`config.mk`:
```
export PLATFORM = sky130hd
export DESIGN_NAME = uart_mon
export DESIGN_NICKNAME = d
export VERILOG_FILES = /design/src/rtl/uart_mon_pkg.sv /design/src/rtl/uart_mon_sync.sv /design/src/rtl/uart_mon_bitclk.sv /design/src/rtl/uart_mon_chan.sv /design/src/rtl/uart_mon.sv
export SDC_FILE = /design/constraint.sdc
export NUM_CORES = 1
export LEC_CHECK = 0
export BUFFER_PORTS_ARGS = -buffer_cell sky130_fd_sc_hd__buf_2
export CAP_MARGIN = 20
export CORE_MARGIN = 2
export CORE_UTILIZATION = 50
export DETAILED_ROUTE_END_ITERATION = 10
export PLACE_DENSITY = 0.68
export SLEW_MARGIN = 10
export SYNTH_ARGS = -nofsm -noshare
export SYNTH_HDL_FRONTEND = slang
export SYNTH_SLANG_ARGS = --single-unit
export TNS_END_PERCENT = 1
```
`constraint.sdc`:
```
create_clock -name clk -period 3.1 [get_ports clk]
set_input_delay 0.155 -clock clk [delete_from_list [all_inputs] [get_ports clk]]
set_output_delay 0.155 -clock clk [all_outputs]
set_load 0.05 [all_outputs]
```
`src/rtl/uart_mon_pkg.sv`:
```
package uart_mon_pkg;

    localparam int WORD_W  = 9;
    localparam int LEN_W   = 4;
    localparam int MIN_LEN = 5;
    localparam int MAX_LEN = 9;
    localparam int SYNC_STAGES = 2;

    typedef enum logic [2:0] {
        PAR_NONE = 3'd0,
        PAR_ODD  = 3'd1,
        PAR_EVEN = 3'd2,
        PAR_ZERO = 3'd3,
        PAR_ONE  = 3'd4
    } par_mode_e;

    typedef enum logic [2:0] {
        ST_IDLE,
        ST_START,
        ST_DATA,
        ST_PARITY,
        ST_STOP
    } chan_state_e;

    typedef struct packed {
        logic start;
        logic bad_start;
        logic data;
        logic par_ok;
        logic par_err;
        logic stop;
        logic bad_stop;
        logic bit_v;
    } evt_t;

endpackage

```
`src/rtl/uart_mon_sync.sv`:
```
module uart_mon_sync #(
    parameter int STAGES = 2
) (
    input  logic clk,
    input  logic rst_n,
    input  logic line_in,
    output logic line_s,
    output logic line_fall
);
    logic [STAGES-1:0] chain_q;
    logic              prev_q;

    always_ff @(posedge clk or negedge rst_n) begin
        if (!rst_n) begin
            chain_q <= '1;
            prev_q  <= 1'b1;
        end else begin
            chain_q <= {chain_q[STAGES-2:0], line_in};
            prev_q  <= chain_q[STAGES-1];
        end
    end

    assign line_s    = chain_q[STAGES-1];
    assign line_fall = prev_q & ~chain_q[STAGES-1];
endmodule

```
`src/rtl/uart_mon_bitclk.sv`:
```
module uart_mon_bitclk #(
    parameter int CPB_W = 16
) (
    input  logic             clk,
    input  logic             rst_n,
    input  logic             arm,
    input  logic             run,
    input  logic [CPB_W-1:0] cpb,
    output logic             hit
);
    localparam int ELAP_W = CPB_W + 4;

    logic [ELAP_W-1:0] elap_q;
    logic [ELAP_W-1:0] tgt_q;

    assign hit = run && (elap_q == tgt_q);

    always_ff @(posedge clk or negedge rst_n) begin
        if (!rst_n) begin
            elap_q <= '0;
            tgt_q  <= '0;
        end else if (arm) begin
            elap_q <= ELAP_W'(1);
            tgt_q  <= ELAP_W'(cpb >> 1);
        end else if (run) begin
            elap_q <= elap_q + ELAP_W'(1);
            if (hit) begin
                tgt_q <= tgt_q + ELAP_W'(cpb);
            end
        end
    end
endmodule

```
`src/rtl/uart_mon_chan.sv`:
```
module uart_mon_chan
    import uart_mon_pkg::*;
#(
    parameter int CPB_W = 16
) (
    input  logic              clk,
    input  logic              rst_n,
    input  logic              line_s,
    input  logic              line_fall,
    input  logic [CPB_W-1:0]  cpb,
    input  logic [LEN_W-1:0]  len,
    input  logic [2:0]        parity,
    input  logic              msb_first,
    output evt_t              evt,
    output logic [WORD_W-1:0] word_out
);
    chan_state_e       state_q, state_d;
    logic [LEN_W-1:0]  didx_q;
    logic [LEN_W-1:0]  eff_len;
    logic [WORD_W-1:0] shift_q, shift_nx;
    logic              hit, arm, run;
    logic              last_data, par_en, par_good, ones_odd;

    assign arm = (state_q == ST_IDLE) && line_fall;
    assign run = (state_q != ST_IDLE);

    uart_mon_bitclk #(.CPB_W(CPB_W)) u_bitclk (
        .clk   (clk),
        .rst_n (rst_n),
        .arm   (arm),
        .run   (run),
        .cpb   (cpb),
        .hit   (hit)
    );

    always_comb begin
        if (len < LEN_W'(MIN_LEN))      eff_len = LEN_W'(MIN_LEN);
        else if (len > LEN_W'(MAX_LEN)) eff_len = LEN_W'(MAX_LEN);
        else                            eff_len = len;
    end

    assign last_data = (didx_q == eff_len - LEN_W'(1));

    always_comb begin
        if (msb_first) shift_nx = {shift_q[WORD_W-2:0], line_s};
        else           shift_nx = (shift_q >> 1) |
                                  ({{(WORD_W-1){1'b0}}, line_s} << (eff_len - LEN_W'(1)));
    end

    assign par_en   = (parity == PAR_ODD) || (parity == PAR_EVEN) ||
                      (parity == PAR_ZERO) || (parity == PAR_ONE);
    assign ones_odd = (^shift_q) ^ line_s;

    always_comb begin
        case (parity)
            PAR_ODD:  par_good = ones_odd;
            PAR_EVEN: par_good = ~ones_odd;
            PAR_ZERO: par_good = ~line_s;
            PAR_ONE:  par_good = line_s;
            default:  par_good = 1'b1;
        endcase
    end

    // next-state logic
    always_comb begin
        state_d = state_q;
        unique case (state_q)
            ST_IDLE:   if (line_fall) state_d = ST_START;
            ST_START:  if (hit) state_d = ST_DATA;
            ST_DATA:   if (hit && last_data) state_d = par_en ? ST_PARITY : ST_STOP;
            ST_PARITY: if (hit) state_d = ST_STOP;
            ST_STOP:   if (hit) state_d = ST_IDLE;
            default:   state_d = ST_IDLE;
        endcase
    end

    // state register with the data path it sequences
    always_ff @(posedge clk or negedge rst_n) begin
        if (!rst_n) begin
            state_q <= ST_IDLE;
            didx_q  <= '0;
            shift_q <= '0;
        end else begin
            state_q <= state_d;
            if (hit && state_q == ST_START) begin
                didx_q  <= '0;
                shift_q <= '0;
            end else if (hit && state_q == ST_DATA) begin
                didx_q  <= didx_q + LEN_W'(1);
                shift_q <= shift_nx;
            end
        end
    end

    // event outputs
    always_ff @(posedge clk or negedge rst_n) begin
        if (!rst_n) begin
            evt      <= '0;
            word_out <= '0;
        end else begin
            evt <= '0;
            if (hit) begin
                case (state_q)
                    ST_START: begin
                        evt.start     <= 1'b1;
                        evt.bad_start <= line_s;
                        evt.bit_v     <= line_s;
                    end
                    ST_DATA: begin
                        if (last_data) begin
                            evt.data <= 1'b1;
                            word_out <= shift_nx;
                        end
                    end
                    ST_PARITY: begin
                        evt.par_ok  <= par_good;
                        evt.par_err <= ~par_good;
                        evt.bit_v   <= line_s;
                    end
                    ST_STOP: begin
                        evt.stop     <= 1'b1;
                        evt.bad_stop <= ~line_s;
                        evt.bit_v    <= line_s;
                    end
                    default: ;
                endcase
            end
        end
    end
endmodule

```
`src/rtl/uart_mon.sv`:
```
module uart_mon
    import uart_mon_pkg::*;
#(
    parameter int CPB_W = 16
) (
    input  logic              clk,
    input  logic              rst_n,
    input  logic              rx_line,
    input  logic              tx_line,
    input  logic [CPB_W-1:0]  cfg_cpb,
    input  logic [3:0]        cfg_len,
    input  logic [2:0]        cfg_parity,
    input  logic              cfg_msb_first,
    output logic [1:0]        ev_start,
    output logic [1:0]        ev_bad_start,
    output logic [1:0]        ev_data,
    output logic [1:0]        ev_par_ok,
    output logic [1:0]        ev_par_err,
    output logic [1:0]        ev_stop,
    output logic [1:0]        ev_bad_stop,
    output logic [1:0]        ev_bit,
    output logic [8:0]        rx_word,
    output logic [8:0]        tx_word
);
    localparam int NCH = 2;

    logic [NCH-1:0]    lines;
    evt_t              evt  [NCH];
    logic [WORD_W-1:0] word [NCH];

    assign lines = {tx_line, rx_line};

    for (genvar gi = 0; gi < NCH; gi++) begin : g_ch
        logic line_s, line_fall;

        uart_mon_sync #(.STAGES(SYNC_STAGES)) u_sync (
            .clk       (clk),
            .rst_n     (rst_n),
            .line_in   (lines[gi]),
            .line_s    (line_s),
            .line_fall (line_fall)
        );

        uart_mon_chan #(.CPB_W(CPB_W)) u_chan (
            .clk       (clk),
            .rst_n     (rst_n),
            .line_s    (line_s),
            .line_fall (line_fall),
            .cpb       (cfg_cpb),
            .len       (cfg_len),
            .parity    (cfg_parity),
            .msb_first (cfg_msb_first),
            .evt       (evt[gi]),
            .word_out  (word[gi])
        );

        assign ev_start[gi]     = evt[gi].start;
        assign ev_bad_start[gi] = evt[gi].bad_start;
        assign ev_data[gi]      = evt[gi].data;
        assign ev_par_ok[gi]    = evt[gi].par_ok;
        assign ev_par_err[gi]   = evt[gi].par_err;
        assign ev_stop[gi]      = evt[gi].stop;
        assign ev_bad_stop[gi]  = evt[gi].bad_stop;
        assign ev_bit[gi]       = evt[gi].bit_v;
    end

    assign rx_word = word[0];
    assign tx_word = word[1];
endmodule

```
==> results of run 1 <==
cells in the mapped netlist (3+ instances only):
cell	n	area (um2)
or3_1	9	56.3
or4_1	6	45.0
o21ai_1	3	15.0
o21bai_1	5	37.5
nand2b_1	7	43.8
or2_2	5	31.3
dfstp_2	6	158
buf_1	3	11.3
xnor2_1	54	473
dfrtp_1	146	3650
o41ai_1	4	35.0
nand4_1	19	119
xor2_1	38	333
a22o_1	6	52.6
nor4_1	8	50.1
buf_2	3	15.0
a31oi_1	28	175
and2_1	11	68.8
a21oi_1	55	275
nor2_1	49	184
nand3b_1	5	37.5
and4_1	4	35.0
mux2_2	9	101
nor2b_1	30	188
a21o_1	10	75.1
and3_1	16	100
nor3_1	17	85.1
ha_1	37	463
nand3_1	57	285
nor3b_1	3	22.5
a221o_1	6	60.1
o31ai_1	14	105
nand2_1	137	514
a22oi_1	18	135
mux2i_1	3	30.0
clkbuf_1	39	146
inv_1	18	67.6
a211oi_1	4	30.0
o211ai_1	26	195
o21ai_0	99	495
o2bb2ai_1	10	87.6
per-stage QoR:
| stage | power (mW) | cell area [um2] | cells |
|---|---|---|---|
| after floorplan | 5.08 | 9470 | 1062 |
| after global placement | 5.81 | 10100 | 1335 |
| after detailed placement | 5.87 | 10100 | 1335 |
| after CTS | 8.07 | 10700 | 1370 |
| after global routing | 8.64 | 10800 | 1373 |
| final | 8.07 | 10800 | 1373 |
layer usage:
layer / wire length, um / vias up / global-route usage
met3: 1090 / 31 / 0.0513
met2: 11100 / 176 / 0.372
met4: 397 / 0 / 0.0800
li1: - / 4029 / -
met5: 0 / - / 0
met1: 11300 / 3985 / 0.343
placed cells by master, fill, tap and decap left out, drive strengths merged, types with 11 or more instances in the layout:
| cell | count |
|---|---|
| dfrtp | 146 |
| nand2 | 137 |
| o21ai | 102 |
| buf | 89 |
| nand3 | 57 |
| a21oi | 56 |
| xnor2 | 54 |
| nor2 | 50 |
| xor2 | 38 |
| ha | 37 |
| nor2b | 30 |
| a31oi | 28 |
| o211ai | 26 |
| inv | 23 |
| nand4 | 19 |
| a22oi | 18 |
| nor3 | 17 |
| clkbuf | 17 |
| and3 | 16 |
| o31ai | 14 |
| and2 | 11 |
| nor4 | 11 |
timing repair:
item                                    in CTS  in global routing
buffers inserted                             0                  1
endpoints found under the setup margin       0                  6
hold buffers                                 3                  0
endpoints found under the hold margin       76                  0
resized for setup                            0                  1
final cells by class:
class                           count  area [um2]
Sequential cell                   152        3810
Inverter                           18        67.6
Fill cell                        1677        7890
Timing Repair Buffer               92         564
Tap cell                          234         293
Clock buffer                       17         425
Clock inverter                     15         191
Multi-Input combinational cell    845        5400
critical path, cell delays in order (launching register included):
cell and delay [ns]:
dfrtp_1 0.43, xnor2_1 0.23, nand4_1 0.11, or4_1 0.59, or4_4 0.62, buf_4 0.25
nor4_4 0.42, nand2_1 0.09, nand2_1 0.09
power breakdown:
group / switching, mW / internal, mW / total [mW] / leakage (nW)
logic: 1.78 / 1.37 / 3.15 / 2.60
clock network: 0.895 / 1.28 / 2.18 / 0.290
registers: 0.434 / 2.31 / 2.74 / 1.97
total: 3.11 / 4.97 / 8.07 / 4.86
state kept, by name, summed over array words and instances (netlist names):
signal,count
g_ch.u_chan.word_out,18
g_ch.u_chan.state_q,6
g_ch.u_sync.chain_q,4
g_ch.u_chan.u_bitclk.tgt_q,40
g_ch.u_chan.evt,16
g_ch.u_sync.prev_q,2
g_ch.u_chan.u_bitclk.elap_q,40
g_ch.u_chan.didx_q,8
g_ch.u_chan.shift_q,18
how the worst max path moves through the flow:
stage	start	to	slack, ns
floorplan	cfg_len[1]	g_ch[1].u_chan.word_out[1]	0.44
global placement	g_ch[1].u_chan.u_bitclk.tgt_q[1]	g_ch[1].u_chan.word_out[3]	0.21
detailed placement	g_ch[1].u_chan.u_bitclk.tgt_q[1]	g_ch[1].u_chan.word_out[6]	0.14
CTS	g_ch[1].u_chan.u_bitclk.tgt_q[17]	g_ch[1].u_chan.word_out[6]	0.12
global route	g_ch[1].u_chan.u_bitclk.tgt_q[1]	g_ch[1].u_chan.word_out[6]	0.007
finish	g_ch[1].u_chan.u_bitclk.tgt_q[17]	g_ch[1].u_chan.word_out[6]	0.21
logic make-up (layout without fill, tap and decap cells):
family          count (synthesis)  in the layout
simple gates                  393            393
compound gates                307            307
flops                         152            152
xor+xnor                       94             94
buf+inv                        65            142
fa+ha+maj                      39             39
mux                            12             12
==> flow_metrics.tcl, run 1 <==
set metrics [dict create \
    syn_to_final_growth_pct 13.6 \
    holdWs_ns 0.0533 \
    drt_iter0_drc 784 \
    final_core_util 0.577 \
    start_util 0.508 \
    synth-main-ff-cell "dfrtp_1" \
    crit_arrival_ns 3.26 \
    hold-path-cell-count 3 \
    antenna_found_initial 0 \
    reg2reg_depth 8 \
    io-pin-count 62 \
    outcome "complete, no violations" \
    netlist_area_mm2 0.00947 \
    diodes 0 \
    cp_max_fo 22 \
    grt_max_degree 80 \
    tightest_slew_ns 0.746 \
    cts_tree "done" \
    skew_ns 0.0125 \
    cp.required_ns 3.47 \
    grt_usage 0.242 \
    drtPass1Iterations 5 \
    synth_top_family_by_area "simple AND/OR/NAND/NOR gates" \
    row_count 50 \
    vias_per_cell 5.99 \
    root_buffer "clkbuf_16" \
    ys_warn_count 0 \
    core_mm2 0.0186 \
    slew_violations 0 \
    port_buffers 61 \
    synthAdderAreaFrac 0.0531 \
    pre_cts_ws_ns 0.136 \
    synth_compound_area_frac 0.205 \
    ys_seq_area_frac 0.403 \
    total_leakage_power_nw 4.86 \
    synth_nets 1129 \
    critPathCaptureType "flop" \
    critical_path.startpoint_type "flop" \
    maxCapViolCount 0 \
    cellPowerDensity_mw_per_mm2 750 \
    grt_overflow 0 \
    die_x_um 142 \
    setup_slack_ns 0.208 \
    vias 8221 \
    hp-class "primary input to flop" \
    synth_edf_count 0 \
    drt_wl_total_um 23800 \
    cts_max_level 4 \
    ant_nets 0 \
    cts.sinks 152 \
    synth-simple-area-share 0.208 \
    grt_pass1_vias 7630 \
    netlist_instances 1062 \
    rr_startpoint "g_ch[1].u_chan.u_bitclk.tgt_q[17]" \
    r2r_end "g_ch[1].u_chan.word_out[6]" \
    tns_ns 0 \
    dp_hpwl_um 17000 \
    post-route-period-util 0.933 \
    fmax_ghz 0.346 \
    yosys-mux-area-fraction 0.0139 \
    synthArstFlopShare 1.00 \
    crit_type "flop to flop" \
    rsz0062_at_grt "false" \
    wl_per_cell_um 17.3 \
    clock_path_buffers 2 \
    finalCriticalPeriod_ns 2.89 \
    die-height_um 142 \
    worstHoldStart "cfg_cpb[9]" \
    synth_seq_cells 152 \
    nNetsFinal 1193 \
    avgSynthCellArea_um2 8.91 \
    cts_buffers 17 \
    drive_gt1_frac 0.133 \
    min_to "g_ch[1].u_chan.u_bitclk.tgt_q[8]" \
    clk_latency_ns 0.43 \
    synth-xor-area-share 0.0899 \
    r2r_slack_ns 0.21 \
    grt_pass1_wl_um 38800 \
    synth.distinct_cells 65 \
    hold_viol_final 0 \
    ir_drop_mv 0.478 \
    maxSlewHeadroom 0.503 \
    drc 0 \
    setup_viol 0 \
    gp_congestion 0.884 \
    die-area_mm2 0.0200 \
    clk_pin_slew_worst_paths_ns 0.07 \
]
Power figures use the tool's default switching activity.
==> inputs of run 2 (changes only) <==
--- a/config.mk
+++ b/config.mk
@@ -14,5 +14,6 @@
 export SLEW_MARGIN = 10
 export SYNTH_ARGS = -nofsm -noshare
 export SYNTH_HDL_FRONTEND = slang
+export SYNTH_HIERARCHICAL = 1
 export SYNTH_SLANG_ARGS = --single-unit
 export TNS_END_PERCENT = 1
==> run 2 against run 1 <==
Net effect: global-route usage down 1.6 points; hold slack worse by 0.019 ns; largest power group unchanged; worst setup slack better by 0.17 ns; register-to-register slack better by 0.17 ns.
==> flow_metrics.tcl, run 2 <==
set metrics [dict create \
    ys_seq_area_frac 0.389 \
    yosys-mux-area-fraction 0.0451 \
    netlist_instances 1043 \
    ant_nets 0 \
    tightest_slew_ns 0.736 \
    cts_max_level 4 \
    hp-class "primary input to flop" \
    port_buffers 61 \
    cts-resized-gates 0 \
    die-height_um 144 \
    cp.required_ns 3.41 \
    cts.sinks 152 \
    dp_hpwl_um 16400 \
    grt_overflow 0 \
    io-pin-count 62 \
    synth-main-ff-cell "dfrtp_1" \
    ys_warn_count 6 \
    syn_to_final_growth_pct 12.1 \
    cellPowerDensity_mw_per_mm2 688 \
    grt_pass1_wl_um 36800 \
    vias_per_cell 5.59 \
    synthArstFlopShare 1.00 \
    fmax_ghz 0.367 \
    synth_seq_cells 152 \
    synth-xor-area-share 0.120 \
    synth_top_area_frac 0.373 \
    ir_drop_mv 0.449 \
    post-route-period-util 0.879 \
    antenna_found_initial 1 \
    cts_buffers 17 \
    start_util 0.506 \
    synth_edf_count 0 \
    core_mm2 0.0193 \
    synth_top_cells_by_area "dfrtp_1 37%, xor2_1 5.9%, xnor2_1 5.3%" \
    yosysTopAreaCell "dfrtp_1" \
    rsz0062_at_grt "false" \
    grt_usage 0.226 \
    drt_wl_total_um 22700 \
    drc 0 \
    cts_hold_buf 3 \
    synthAdderAreaFrac 0.0527 \
    critPathCaptureType "flop" \
    synth.distinct_cells 93 \
    root_buffer "clkbuf_16" \
    critical_path.startpoint_type "flop" \
    max_stage_delay_ns 0.39 \
    finalCriticalPeriod_ns 2.73 \
    gp_congestion 0.893 \
    maxCapViolCount 0 \
    skew_ns 0.0152 \
    setup_viol 0 \
    postCtsSetupRepairBufs 0 \
    avgSynthCellArea_um2 9.38 \
    r2r_slack_ns 0.37 \
    setup_slack_ns 0.375 \
    synthTopCellsByCount "146 x dfrtp_1, 97 x nand2_1, 87 x nor2_1" \
    total_leakage_power_nw 5.18 \
    nNetsFinal 1166 \
    synth_nets 1111 \
    cp_max_fo 3 \
    die_x_um 144 \
    die-area_mm2 0.0207 \
    maxSlewHeadroom 0.508 \
    pre_cts_ws_ns 0.295 \
    top_regs "g_ch.u_chan/u_bitclk/elap_q (40), g_ch.u_chan/u_bitclk/tgt_q (40)" \
    synth_top_family_by_area "simple AND/OR/NAND/NOR gates" \
    grt_pass1_vias 7299 \
    synth.most_common_cell "dfrtp_1" \
    path_cells "ha_1 > inv_1 > fa_1 > nand2b_1 > a21oi_1 > o21ai_0 > a311o_1 > nor4_2 > mux2_1" \
    vias 7700 \
    drt_iter0_drc 659 \
    synth_compound_area_frac 0.155 \
    clk_pin_slew_worst_paths_ns 0.07 \
    wl_per_cell_um 16.5 \
    rr_startpoint "g_ch[1].u_chan/u_bitclk/tgt_q[0]" \
    final_cell_mix "146 x dfrtp_1, 97 x nand2_1, 86 x nor2_1" \
    outcome "complete, no violations" \
    grt_max_degree 69 \
    timing.critical_path.to "g_ch[1].u_chan/u_bitclk/tgt_q[18]" \
    clk_latency_ns 0.43 \
    drive_gt1_frac 0.154 \
    cts_tree "done" \
    synth-simple-area-share 0.202 \
    slew_violations 0 \
    crit_arrival_ns 3.03 \
    reg2reg_depth 9 \
    tns_ns 0 \
    drtPass1Iterations 5 \
    final_core_util 0.567 \
    fillers 1715 \
    r2r_end "g_ch[1].u_chan/u_bitclk/tgt_q[18]" \
    crit_start "g_ch[1].u_chan/u_bitclk/tgt_q[0]" \
    hold_viol_final 0 \
    row_count 51 \
    clock_path_buffers 2 \
    critPathSlowestCell "dfrtp_1" \
    crit_type "flop to flop" \
    mostFrequentLayoutCell "dfrtp_1" \
    netlist_area_mm2 0.00979 \
]
run 2: worst min path at each step:
stage	start	end	slack [ns]	depth (start not counted)
6_report	cfg_cpb[14]	g_ch[1].u_chan/u_bitclk/tgt_q[13]	0.03	3
5_1_grt	cfg_cpb[14]	g_ch[1].u_chan/u_bitclk/tgt_q[13]	0.03	3
4_1_cts	cfg_cpb[14]	g_ch[1].u_chan/u_bitclk/tgt_q[13]	0.02	3
3_5_place_dp	rst_n	g_ch[0].u_chan/u_bitclk/tgt_q[15]	0.17	1
3_3_place_gp	rst_n	g_ch[0].u_chan/u_bitclk/tgt_q[19]	0.17	1
2_1_floorplan	rst_n	g_ch[0].u_chan/didx_q[0]	-0.14	0
run 2: power by group:
group / internal [mW] / switching [mW]
combinational: 1.20 / 1.54
clock: 1.22 / 0.930
sequential: 2.26 / 0.385
run 2: metal layers:
metal / routed length, um / track usage / vias up
li1: - / - / 3835
met1: 10800 / 0.316 / 3664
met2: 10500 / 0.351 / 167
met3: 923 / 0.0403 / 34
met4: 532 / 0.0831 / 0
met5: 0 / 0 / -
run 2: cell families after synthesis:
kind of cell             after synthesis
AND/OR/NAND/NOR                      377
multiplexers                          40
adder cells (fa/ha/maj)               40
AO/OA/AOI/OAI                        230
buffers and inverters                 75
flip-flops                           152
XOR/XNOR                             129
run 2: through the flow:
step / hold slack [ns] / instances / instance area (um2) / power, mW
after global routing: 0.0330 / 1377 / 11000 / 8.06
final: 0.0347 / 1377 / 11000 / 7.55
after CTS: 0.0187 / 1376 / 11000 / 7.56
after floorplan: -0.141 / 1043 / 9790 / 4.74
after detailed placement: 0.169 / 1341 / 10300 / 5.37
after global placement: 0.172 / 1341 / 10300 / 5.33
run 2: layout make-up:
cell class / count / area, um2 / area share
repair buffers: 77 / 452 / 0.0412
inverters: 34 / 128 / 0.0116
multi-input cells: 816 / 5630 / 0.514
diodes: 1 / 2.50 / 0.000228
clock inverters: 15 / 184 / 0.0168
well taps: 265 / 332 / 0.0302
flip-flops and latches: 152 / 3810 / 0.348
clock buffers: 17 / 425 / 0.0388
run 2: critical path, delay by kind of cell, from the launching register on:
kind	cells	cell delay [ns]
compound gates	3	0.75
fa+ha+maj	2	0.59
buf+inv	1	0.06
flops	1	0.39
mux	1	0.34
simple gates	2	0.47
==> inputs of run 3 (changes only) <==
--- a/config.mk
+++ b/config.mk
@@ -5,12 +5,13 @@
 export SDC_FILE = /design/constraint.sdc
 export NUM_CORES = 1
 export LEC_CHECK = 0
+export ABC_CLOCK_PERIOD_IN_PS = 3100
 export BUFFER_PORTS_ARGS = -buffer_cell sky130_fd_sc_hd__buf_2
 export CAP_MARGIN = 20
 export CORE_MARGIN = 2
 export CORE_UTILIZATION = 50
 export DETAILED_ROUTE_END_ITERATION = 10
-export PLACE_DENSITY = 0.68
+export PLACE_DENSITY_LB_ADDON = 0.05
 export SLEW_MARGIN = 10
 export SYNTH_ARGS = -nofsm -noshare
 export SYNTH_HDL_FRONTEND = slang
==> run 3 against run 2 <==
Net effect: critical path depth is the same; global-route usage up 0.58 points; clock power is essentially flat; die area is the same; maximum frequency fell by 0.74%; hold slack worse by 0.0011 ns; cell count barely moved; sequential power barely moved; non-clock buffer count increased by 2; critical path type unchanged.
==> flow_metrics.tcl, run 3 (synthesized netlist as in run 2, its figures left out) <==
set metrics [dict create \
    diodes 0 \
    cts_buffers 17 \
    clk_latency_ns 0.44 \
    mostFrequentLayoutCell "dfrtp_1" \
    drc 0 \
    fin_area_mm2 0.0110 \
    start_util 0.506 \
    clk_pin_slew_worst_paths_ns 0.07 \
    gp_congestion 0.872 \
    cts_max_level 4 \
    top_regs "g_ch.u_chan/u_bitclk/elap_q (40), g_ch.u_chan/u_bitclk/tgt_q (40)" \
    grt_pass1_wl_um 37500 \
    antenna_found_initial 0 \
    cp_max_fo 12 \
    critical_path.startpoint_type "flop" \
    path_cells "xnor2_1 > nand4_1 > nor4_1 > nand4_1 > inv_1 > nand2_1 > or3_1 > nand3_1 > o21ai_0" \
    grt_overflow 0 \
    clock_path_buffers 2 \
    slew_violations 0 \
    crit_type "flop to flop" \
    skew_ns 0.0124 \
    nNetsFinal 1168 \
    cp_num_buf_inv 1 \
    tns_ns 0 \
    vias_per_cell 5.58 \
    crit_arrival_ns 3.05 \
    grt_usage 0.231 \
    syn_to_final_growth_pct 12.0 \
    grt_max_degree 85 \
    maxCapViolCount 0 \
    dp_hpwl_um 16800 \
    drt_iter0_drc 474 \
    multiInputGateArea_mm2 0.00563 \
    die_x_um 144 \
    ant_nets 0 \
    critPathSlowestCell "or3_1" \
    final_cell_mix "146 x dfrtp_1, 97 x nand2_1, 86 x nor2_1" \
    row_count 51 \
    setup_slack_ns 0.354 \
    grt_pass1_vias 7250 \
    vias 7683 \
    dp.cells 1342 \
    cts.sinks 152 \
    root_buffer "clkbuf_16" \
    placed_area_mm2 0.0103 \
    postCtsSetupRepairBufs 0 \
    pre_cts_ws_ns 0.311 \
    io-pin-count 62 \
    die-area_mm2 0.0207 \
    wl_per_cell_um 16.7 \
    cts_tree "done" \
    total_leakage_power_nw 5.17 \
    core_mm2 0.0193 \
    die-height_um 144 \
    ir_drop_mv 0.475 \
    outcome "complete, no violations" \
    fillers 1718 \
    max_stage_delay_ns 0.56 \
    drive_gt1_frac 0.154 \
    port_buffers 61 \
    tightest_slew_ns 0.826 \
    post-route-period-util 0.886 \
    drtPass1Iterations 5 \
    rsz0062_at_grt "false" \
    maxSlewHeadroom 0.449 \
    p_total_mw 7.51 \
    fmax_ghz 0.364 \
    setup_viol 0 \
    cellPowerDensity_mw_per_mm2 685 \
    fin_cells 1378 \
    cp.required_ns 3.40 \
    hold_viol_final 0 \
    finalCriticalPeriod_ns 2.75 \
    cp_top_family "simple AND/OR/NAND/NOR gates" \
    hp-class "primary input to flop" \
    critPathMostFrequentCell "nand4_1" \
    critPathCaptureType "flop" \
    drt_wl_total_um 23000 \
    seq_area_mm2 0.00381 \
]
==> run 3: cell count changes in the layout (fill, tap and decap cells not counted) <==
cell           before  now
clkinvlp_4          1    4
buf_4              12   13
clkbuf_1            0    1
clkinv_4            1    0
clkinv_8            1    0
diode_2             1    0
dlygate4sd3_1       3    4
inv_6               6    5
inv_8               3    2
==> run 3: layer usage <==
metal,global-route usage,share of wire,vias to the layer above
met1,0.332,0.50,3677
met5,0,0,-
met3,0.0453,0.035,28
met2,0.354,0.45,131
li1,-,-,3847
met4,0.0717,0.019,0
==> run 3: timing repair <==
action / 4_1_cts / 5_1_grt
setup endpoints to repair: 0 / 0
hold buffers: 4 / 0
endpoints found under the hold margin: 81 / 0
resized for setup: 0 / 0
==> run 3: tightest hold or removal path, stage by stage <==
cell     delay (ns)
buf_2          0.14
nand2_1        0.06
o21ai_0        0.06
==> run 3: power breakdown <==
group	switching [mW]	total, mW	internal (mW)
sequential	0.380	2.64	2.26
combinational	1.54	2.75	1.21
clock	0.917	2.12	1.21
==> run 3: layout make-up <==
class                   count  share of cell area
multi-input cells         816               0.514
clock inverters            14              0.0147
well taps                 265              0.0302
inverters                  34              0.0116
flip-flops and latches    152               0.348
clock buffers              18              0.0392
repair buffers             79              0.0428
==> run 3: metrics by stage <==
step | hold slack, ns | util
final | 0.0335 | 0.567
after global placement | 0.260 | 0.534
after global routing | 0.0203 | 0.567
after CTS | 0.0177 | 0.567
after floorplan | -0.141 | -
after detailed placement | 0.261 | 0.534
==> run 3: final timing paths <==
check,end,depth (start not counted),startpoint,slack (ns)
worst min-delay path,g_ch[1].u_chan/u_bitclk/tgt_q[9],3,cfg_cpb[10],0.03
worst min register to register,g_ch[1].u_sync/chain_q[1],0,g_ch[1].u_sync/chain_q[0],0.36
worst max register to register,g_ch[1].u_chan/shift_q[8],9,g_ch[1].u_chan/u_bitclk/elap_q[15],0.35
worst max-delay path,g_ch[1].u_chan/shift_q[8],9,g_ch[1].u_chan/u_bitclk/elap_q[15],0.35
min in group asynchronous,g_ch[0].u_chan/u_bitclk/elap_q[14],2,rst_n,0.33
max in group asynchronous,g_ch[1].u_chan/u_bitclk/tgt_q[6],3,rst_n,2.01
